<file path="src/rtl/bbm_pkg.sv">
package bbm_pkg;

  typedef enum logic [3:0] {
    S_IDLE, S_ACQ, S_OWN,
    S_WSTB, S_WHOLD, S_WFIN,
    S_RSTB, S_RHOLD, S_RFIN,
    S_RELA, S_RELB, S_RELW
  } bbm_state_e;

  function automatic logic st_busy(input bbm_state_e s);
    return (s == S_WSTB) || (s == S_WHOLD) || (s == S_WFIN) ||
           (s == S_RSTB) || (s == S_RHOLD) || (s == S_RFIN);
  endfunction

  function automatic logic st_owned(input bbm_state_e s);
    return (s == S_OWN) || st_busy(s);
  endfunction

  function automatic int cnt_width(input int a, input int b);
    int m;
    m = (a > b) ? a : b;
    return (m < 2) ? 1 : $clog2(m);
  endfunction

endpackage

</file>
<file path="src/rtl/bbm_strobe_timer.sv">
module bbm_strobe_timer #(
  parameter int CW = 2
) (
  input  logic          clk,
  input  logic          rst_n,
  input  logic          load,
  input  logic [CW-1:0] len,
  output logic          expired
);
  logic [CW-1:0] cnt;

  always_ff @(posedge clk or negedge rst_n) begin
    if (!rst_n)
      cnt <= '0;
    else if (load)
      cnt <= len - CW'(1);
    else if (cnt != '0)
      cnt <= cnt - CW'(1);
  end

  assign expired = (cnt == '0);
endmodule

</file>
<file path="src/rtl/bbm_seq.sv">
module bbm_seq
  import bbm_pkg::*;
#(
  parameter int AW     = 19,
  parameter int DW     = 8,
  parameter int WR_LOW = 1,
  parameter int RD_LOW = 2,
  parameter int CW     = 2
) (
  input  logic          clk,
  input  logic          rst_n,
  input  logic          acq_req,
  input  logic          rel_req,
  input  logic          cmd_valid,
  input  logic          cmd_write,
  input  logic          cmd_chain,
  input  logic [AW-1:0] cmd_addr,
  input  logic [DW-1:0] cmd_wdata,
  input  logic          bus_ack_n,
  input  logic [DW-1:0] data_i,
  input  logic          strobe_end,
  output logic          timer_load,
  output logic [CW-1:0] timer_len,
  output logic          cmd_accept,
  output logic          cmd_reject,
  output logic          bus_req_n,
  output logic [AW-1:0] addr_o,
  output logic          addr_oe,
  output logic          me_n,
  output logic          rd_n,
  output logic          wr_n,
  output logic [DW-1:0] data_o,
  output logic          data_oe,
  output logic [DW-1:0] rdata,
  output logic          owned,
  output logic          busy,
  output logic          done,
  output logic          err
);
  localparam logic [CW-1:0] WR_LEN = CW'(WR_LOW);
  localparam logic [CW-1:0] RD_LEN = CW'(RD_LOW);

  bbm_state_e state;
  logic       chain_q;

  assign owned      = st_owned(state);
  assign busy       = st_busy(state);
  assign cmd_accept = cmd_valid && (state == S_OWN);
  assign cmd_reject = cmd_valid && !owned;
  assign timer_load = (state == S_WSTB) || (state == S_RSTB);
  assign timer_len  = (state == S_WSTB) ? WR_LEN : RD_LEN;

  always_ff @(posedge clk or negedge rst_n) begin
    if (!rst_n) begin
      state     <= S_IDLE;
      bus_req_n <= 1'b1;
      addr_oe   <= 1'b0;
      addr_o    <= '0;
      me_n      <= 1'b1;
      rd_n      <= 1'b1;
      wr_n      <= 1'b1;
      data_o    <= '0;
      data_oe   <= 1'b0;
      rdata     <= '0;
      done      <= 1'b0;
      err       <= 1'b0;
      chain_q   <= 1'b0;
    end else begin
      done <= 1'b0;
      err  <= cmd_reject;
      case (state)
        S_IDLE: if (acq_req) begin
          bus_req_n <= 1'b0;
          state     <= S_ACQ;
        end
        S_ACQ: if (!bus_ack_n) begin
          addr_oe <= 1'b1;
          state   <= S_OWN;
        end
        S_OWN: begin
          if (cmd_accept) begin
            addr_o  <= cmd_addr;
            chain_q <= cmd_chain;
            me_n    <= 1'b0;
            if (cmd_write) begin
              data_o  <= cmd_wdata;
              data_oe <= 1'b1;
              state   <= S_WSTB;
            end else begin
              data_oe <= 1'b0;
              state   <= S_RSTB;
            end
          end else if (rel_req) begin
            data_oe <= 1'b0;
            me_n    <= 1'b1;
            state   <= S_RELA;
          end
        end
        S_WSTB: begin
          wr_n  <= 1'b0;
          state <= S_WHOLD;
        end
        S_WHOLD: if (strobe_end) begin
          wr_n  <= 1'b1;
          state <= S_WFIN;
        end
        S_WFIN: begin
          me_n    <= ~chain_q;
          data_oe <= chain_q;
          done    <= 1'b1;
          state   <= S_OWN;
        end
        S_RSTB: begin
          rd_n  <= 1'b0;
          state <= S_RHOLD;
        end
        S_RHOLD: if (strobe_end) begin
          rdata <= data_i;
          rd_n  <= 1'b1;
          state <= S_RFIN;
        end
        S_RFIN: begin
          me_n  <= ~chain_q;
          done  <= 1'b1;
          state <= S_OWN;
        end
        S_RELA: begin
          addr_oe <= 1'b0;
          state   <= S_RELB;
        end
        S_RELB: begin
          bus_req_n <= 1'b1;
          state     <= S_RELW;
        end
        S_RELW: if (bus_ack_n) state <= S_IDLE;
        default: state <= S_IDLE;
      endcase
    end
  end
endmodule

</file>
<file path="src/rtl/bus_borrow_master.sv">
module bus_borrow_master
  import bbm_pkg::*;
#(
  parameter int AW     = 19,
  parameter int DW     = 8,
  parameter int WR_LOW = 1,
  parameter int RD_LOW = 2
) (
  input  logic          clk,
  input  logic          rst_n,
  input  logic          acq_req,
  input  logic          rel_req,
  input  logic          cmd_valid,
  input  logic          cmd_write,
  input  logic          cmd_chain,
  input  logic [AW-1:0] cmd_addr,
  input  logic [DW-1:0] cmd_wdata,
  input  logic          bus_ack_n,
  input  logic [DW-1:0] data_i,
  output logic          bus_req_n,
  output logic [AW-1:0] addr_o,
  output logic          addr_oe,
  output logic          me_n,
  output logic          rd_n,
  output logic          wr_n,
  output logic          nmi_n,
  output logic [DW-1:0] data_o,
  output logic          data_oe,
  output logic [DW-1:0] rdata,
  output logic          owned,
  output logic          busy,
  output logic          done,
  output logic          err
);
  localparam int CW = cnt_width(WR_LOW + 1, RD_LOW + 1);

  logic          strobe_end;
  logic          timer_load;
  logic [CW-1:0] timer_len;
  logic          cmd_accept;
  logic          cmd_reject;

  assign nmi_n = 1'b1;

  bbm_strobe_timer #(.CW(CW)) u_timer (
    .clk(clk), .rst_n(rst_n), .load(timer_load), .len(timer_len),
    .expired(strobe_end)
  );

  bbm_seq #(.AW(AW), .DW(DW), .WR_LOW(WR_LOW), .RD_LOW(RD_LOW), .CW(CW)) u_seq (
    .clk(clk), .rst_n(rst_n), .acq_req(acq_req), .rel_req(rel_req),
    .cmd_valid(cmd_valid), .cmd_write(cmd_write), .cmd_chain(cmd_chain),
    .cmd_addr(cmd_addr), .cmd_wdata(cmd_wdata), .bus_ack_n(bus_ack_n),
    .data_i(data_i), .strobe_end(strobe_end), .timer_load(timer_load),
    .timer_len(timer_len), .cmd_accept(cmd_accept), .cmd_reject(cmd_reject),
    .bus_req_n(bus_req_n), .addr_o(addr_o), .addr_oe(addr_oe), .me_n(me_n),
    .rd_n(rd_n), .wr_n(wr_n), .data_o(data_o), .data_oe(data_oe),
    .rdata(rdata), .owned(owned), .busy(busy), .done(done), .err(err)
  );
endmodule

</file>
<file path="config.mk">
export PLATFORM = sky130hd
export DESIGN_NAME = bus_borrow_master
export DESIGN_NICKNAME = d
export VERILOG_FILES = /design/src/rtl/bbm_pkg.sv /design/src/rtl/bbm_strobe_timer.sv /design/src/rtl/bbm_seq.sv /design/src/rtl/bus_borrow_master.sv
export SDC_FILE = /design/constraint.sdc
export NUM_CORES = 1
export LEC_CHECK = 0
export BUFFER_PORTS_ARGS = -buffer_cell sky130_fd_sc_hd__buf_2
export CAP_MARGIN = 5
export CORE_UTILIZATION = 30
export CTS_BUF_LIST = sky130_fd_sc_hd__clkbuf_16
export CTS_CLUSTER_SIZE = 40
export DETAILED_ROUTE_END_ITERATION = 7
export REMOVE_ABC_BUFFERS = 1
export SLEW_MARGIN = 20
export SYNTH_ARGS = -nofsm -noshare
export SYNTH_HDL_FRONTEND = slang
export SYNTH_SLANG_ARGS = --single-unit
export TNS_END_PERCENT = 30
</file>
<file path="constraint.sdc">
create_clock -name clk -period 2.2 [get_ports clk]
set_input_delay 0.66 -clock clk [delete_from_list [all_inputs] [get_ports clk]]
set_output_delay 0.66 -clock clk [all_outputs]
set_load 0.05 [all_outputs]
</file>
# Word-level counts from Yosys, hierarchy flattened
# Cells that the tools add are included.
# word_totals
wordCells	92
ff_bits	50
out_inout_bits	46
# op_classes
n_bitwise	1
mux	27
n_eq_ne	17
add_sub_neg	2
n_reduce_logical	31
# op_table
operator	count
$pmux 4 s11	1
$mux 4	7
$eq 4x3->1 const B	4
$eq 4x4->1 const B	4
$reduce_and 2->1	8
$reduce_bool 2->1	8
$pmux 1 s2	6
$ne 2x2->1 const B	5
$mux 1	9
$eq 4x2->1 const B	2
$logic_or 1x1->1	7
$mux 2	3
$reduce_and 6->1	1
$eq 4x1->1 const B	1
$logic_not 4->1	1
$sub 2x1->2 const B	2
$mux 3	1
$ne 3x3->1 const B	1
$reduce_and 3->1	1
$logic_and 1x1->1	2
$logic_not 2->1	1
$reduce_or 2->1	1
$logic_not 1->1	1
$not 1->1	1

# Logic depth before layout (Yosys ltp)
# depth
depth_word	9
depth_mapped	6
depth_no_buf	4

# Cells and area by module
# Synthesis repeated with hierarchy kept, for this count alone.
# hier_totals
hier_cells	184
hier_area_um2	2292.2
# modules_own_cells
module	cells_per_inst	area_each_um2	instances
bbm_seq	174	2188.3	1
bbm_strobe_timer	8	92.6	1
bus_borrow_master	2	11.3	1

# Worst setup path before layout
# Ideal clock, no wire load.
# synth_path
path_kind	register to output
start	register u_seq.state[2]
end	output owned
stages_incl_launch_ff	4
path_slack_ns	-0.173
t_arrival_ns	1.712
required_time_ns	1.540
cell_sequence	dfrtp_1 -> buf_4 -> or3b_4 -> o22ai_1
# synth_via
elab_chain_cells	7
word_cells_on_any_way	13
# synth_lines
item	line_no	text
start: declaration	bbm_seq.sv:43	bbm_state_e state;
start signal: assignment	bbm_seq.sv:55	state <= S_IDLE;
start signal: assignment	bbm_seq.sv:74	state <= S_ACQ;
start signal: assignment	bbm_seq.sv:78	state <= S_OWN;
$eq 4x2->1 or $eq 4x3->1 (tied branches)	bbm_pkg.sv:11	return (s == S_WSTB) || (s == S_WHOLD) || (s == S_WFIN) ||
$logic_or 1x1->1 (3 in a row)	bbm_pkg.sv:11	
$logic_or 1x1->1 (2 in a row)	bbm_pkg.sv:12	(s == S_RSTB) || (s == S_RHOLD) || (s == S_RFIN);
$logic_or 1x1->1 (*)	bbm_pkg.sv:16	return (s == S_OWN) || st_busy(s);
end: declaration	bus_borrow_master.sv:30	output logic owned,
# Every way passes the cells marked *; elsewhere a longest branch is shown, timed or not.

# Final worst setup path
# layout_path
start	register u_seq.state[0]
end	output busy
# layout_via
elab_chain_cells	6
word_cells_on_any_way	11
# layout_lines
item	line_no	text
$eq 4x2->1 or $eq 4x3->1 (tied branches)	bbm_pkg.sv:11	
$logic_or 1x1->1 (3 in a row)	bbm_pkg.sv:11	
$logic_or 1x1->1	bbm_pkg.sv:12	
$logic_or 1x1->1 (*)	bbm_pkg.sv:12	
end: declaration	bus_borrow_master.sv:31	output logic busy,
# Marks and branches as above.

==> reports/metrics.cfg <==
[synth]
synth_area_per_cell_um2 = 12.3
synth_top_family_by_area = multiplexers
synthFlopType = dfrtp_1
syn_inst = 185
synthAdderAreaFrac_pct = 0
ys_seq_area_share_pct = 55.4
synth-compound-area-share_pct = 10.8
ys_ff_latch = 50
yosysWarnings = 0
synth-xor-area-share_pct = 0.386
syn_area_um2 = 2270
synth-simple-area-share_pct = 11.3
synth_mux_area_share_pct = 17.9
synth_area_leader_cell = dfrtp_1
synthArstFlopShare_pct = 100
synth.distinct_cells = 39
yosys-top-cells-area = dfrtp_1 (51%), mux2_2 (18%), dfstp_2 (4.6%)
synth_edf_count = 0
yosys.area.top_type_share_pct = 50.7

[setup_path]
cp_max_fo = 4
worst-path-buf-inv = 1
start_kind = flip-flop
arrival_ns = 1.50
slowest_stage = or3b_4
r2r_slack_ns = 0.31
reg2reg_from = u_seq.state[1]$_DFFE_PN0P_
crit_required_ns = 1.54
slowest_delay_ns = 0.44
critPathKind = reg -> out
end_kind = output pin
rr_worst_depth = 4
reg2reg_to = u_seq.rdata[4]$_DFFE_PN0P_
path_cells = or3b_4, o22ai_2, buf_4
cp_top_family = simple AND/OR/NAND/NOR gates

[clock_tree]
cts-hold-fix-buffers = 0
cts_buffer_depth = 2
clkTransAtPathRegs_ns = 0.06
cts_tree = built
insertion_delay_ns = 0.28
cts_buffers = 5
htree_levels = 2
clkSinkCount = 50
root_buffer = clkbuf_16

[route]
drc = 0
drtIter0Drc = 66
dr_total_vias = 1753
wl_met2_mm = 2.54
antenna_left = 0
met3_length_um = 299
top_layer_used = met4
first_pass_iters = 4
drt_wl_total_mm = 5.00
wl_per_cell_um = 13.3
viasPerCell = 4.66
wl_met1_mm = 2.12

[die]
dieHeight_um = 89.0
pin_count = 89
die_w_um = 89.0
coreArea_um2 = 7290
die_area_um2 = 7910
initial_core_util_pct = 31.1
rows = 31

[job]
maxCapViolCount = 0

[outcome]
status = completed

[timing]
fin_crit_ns = 2.16
drv_slew = 0
max_freq_mhz = 464
setup_viol = 0
final.period_utilization_pct = 98.0
skew_ns = 0.00344
hold_violations = 0

[cells_and_area]
multiInputGateArea_um2 = 930
drive_gt1_share_pct = 55.2
fillCellCount = 759
utilization_pct = 41.0
seq_area_um2 = 1260
area_growth_pct = 31.9
instances_no_fill = 376
antenna_cells = 0
fin_nets = 319

[place]
io_buffers = 87
place_congestion = 0.759
hpwl_mm = 3.70
placed_cells = 367

[global_routing]
antenna_found_initial = 0
grt_pass1_vias = 1755
grt_pass1_wl_mm = 8.05
grt_util_all_layers_pct = 13.0
overflow = 0
grt_max_degree = 31

[hold_path]
hold_path.class = in -> async

==> how the worst max path moves through the flow <==
stage,depth (start not counted),slack [ns],to,from
final,3,0.04,busy,u_seq.state[0]$_DFFE_PN0P_
after global placement,3,0.26,owned,u_seq.state[3]$_DFFE_PN0P_
after global routing,3,-0.002,owned,u_seq.state[0]$_DFFE_PN0P_
after detailed placement,3,0.24,owned,u_seq.state[3]$_DFFE_PN0P_
after floorplan,2,-0.41,owned,u_seq.state[3]$_DFFE_PN0P_
after CTS,3,0.007,owned,u_seq.state[3]$_DFFE_PN0P_
==> layer usage <==
layer	up-vias	global-route usage (%)
met5	-	0
met4	0	3.17
met3	4	3.60
met2	60	22.0
met1	852	16.7
li1	837	-
==> cell families after synthesis <==
kind of cell / count (synthesis)
simple gates: 42
compound gates: 39
mux: 36
buf+inv: 16
xor+xnor: 1
flops: 50
other cells: 1
==> cell usage in the layout, fill, tap and decap left out, drive strengths merged, types with 5 or more instances in the layout <==
cell    Yosys  routed
clkbuf      4       5
nand2      12      12
inv         4       6
nor2       10      10
buf         8      96
dfrtp      46      46
o21ai       5       5
a21oi      17      17
mux2       36      36
==> worst register-to-register path: stages (launching register included) <==
cell and delay (ns):
dfrtp_1 0.52, buf_4 0.29, nand2_1 0.15, nor3_4 0.43, mux2_2 0.39
==> through the flow <==
stage / setup TNS [ns] / hold WS [ns] / cell area [µm²] / worst slack, ns
2_1_floorplan: -0.788 / 0.364 / 2190 / -0.411
3_3_place_gp: 0 / 0.468 / 2820 / 0.264
3_5_place_dp: 0 / 0.459 / 2820 / 0.240
4_1_cts: 0 / 0.352 / 2970 / 0.00742
5_1_grt: -0.00169 / 0.374 / 2990 / -0.00169
6_report: 0 / 0.336 / 2990 / 0.0444
==> cells in the mapped netlist, types with 2 or more instances <==
library cell	count
nand2_1	12
o22ai_1	4
dfrtp_1	46
buf_2	3
a31oi_1	2
a21oi_1	16
nor3_4	2
buf_4	2
clkbuf_1	3
o21ai_0	5
a221oi_1	2
nor3_1	2
nor2b_1	4
or3_1	2
nand3b_1	2
o211ai_1	3
nor2_1	10
buf_6	3
dfstp_2	4
mux2_2	36
inv_1	4
==> repair_timing <==
action / CTS / global route
resized for setup: 3 / 3
setup endpoints to repair: 2 / 2
buffers inserted: 0 / 1
==> area by class of cell <==
| cell class | instances | area share [%] |
|---|---|---|
| clock buffer | 5 | 4.18 |
| inverter | 4 | 0.502 |
| timing repair buffer | 96 | 17.5 |
| clock inverter | 3 | 0.585 |
| sequential | 50 | 42.0 |
| multi-input combinational | 119 | 31.1 |
| tap | 99 | 4.14 |
==> flip-flops by register name, indices dropped and copies added, names as in the netlist <==
| name | flops |
|---|---|
| u_seq.rdata | 8 |
| u_seq.done | 1 |
| u_seq.addr_o | 19 |
| u_seq.me_n | 1 |
| u_timer.cnt | 2 |
| u_seq.data_o | 8 |
| u_seq.err | 1 |
| u_seq.bus_req_n | 1 |
| u_seq.state | 4 |
| u_seq.rd_n | 1 |
| u_seq.chain_q | 1 |
| u_seq.wr_n | 1 |
| u_seq.addr_oe | 1 |
| u_seq.data_oe | 1 |
Power is left out: the tool's default activity adds up to more than one toggle a clock period on the data nets, which glitch-free logic cannot reach.
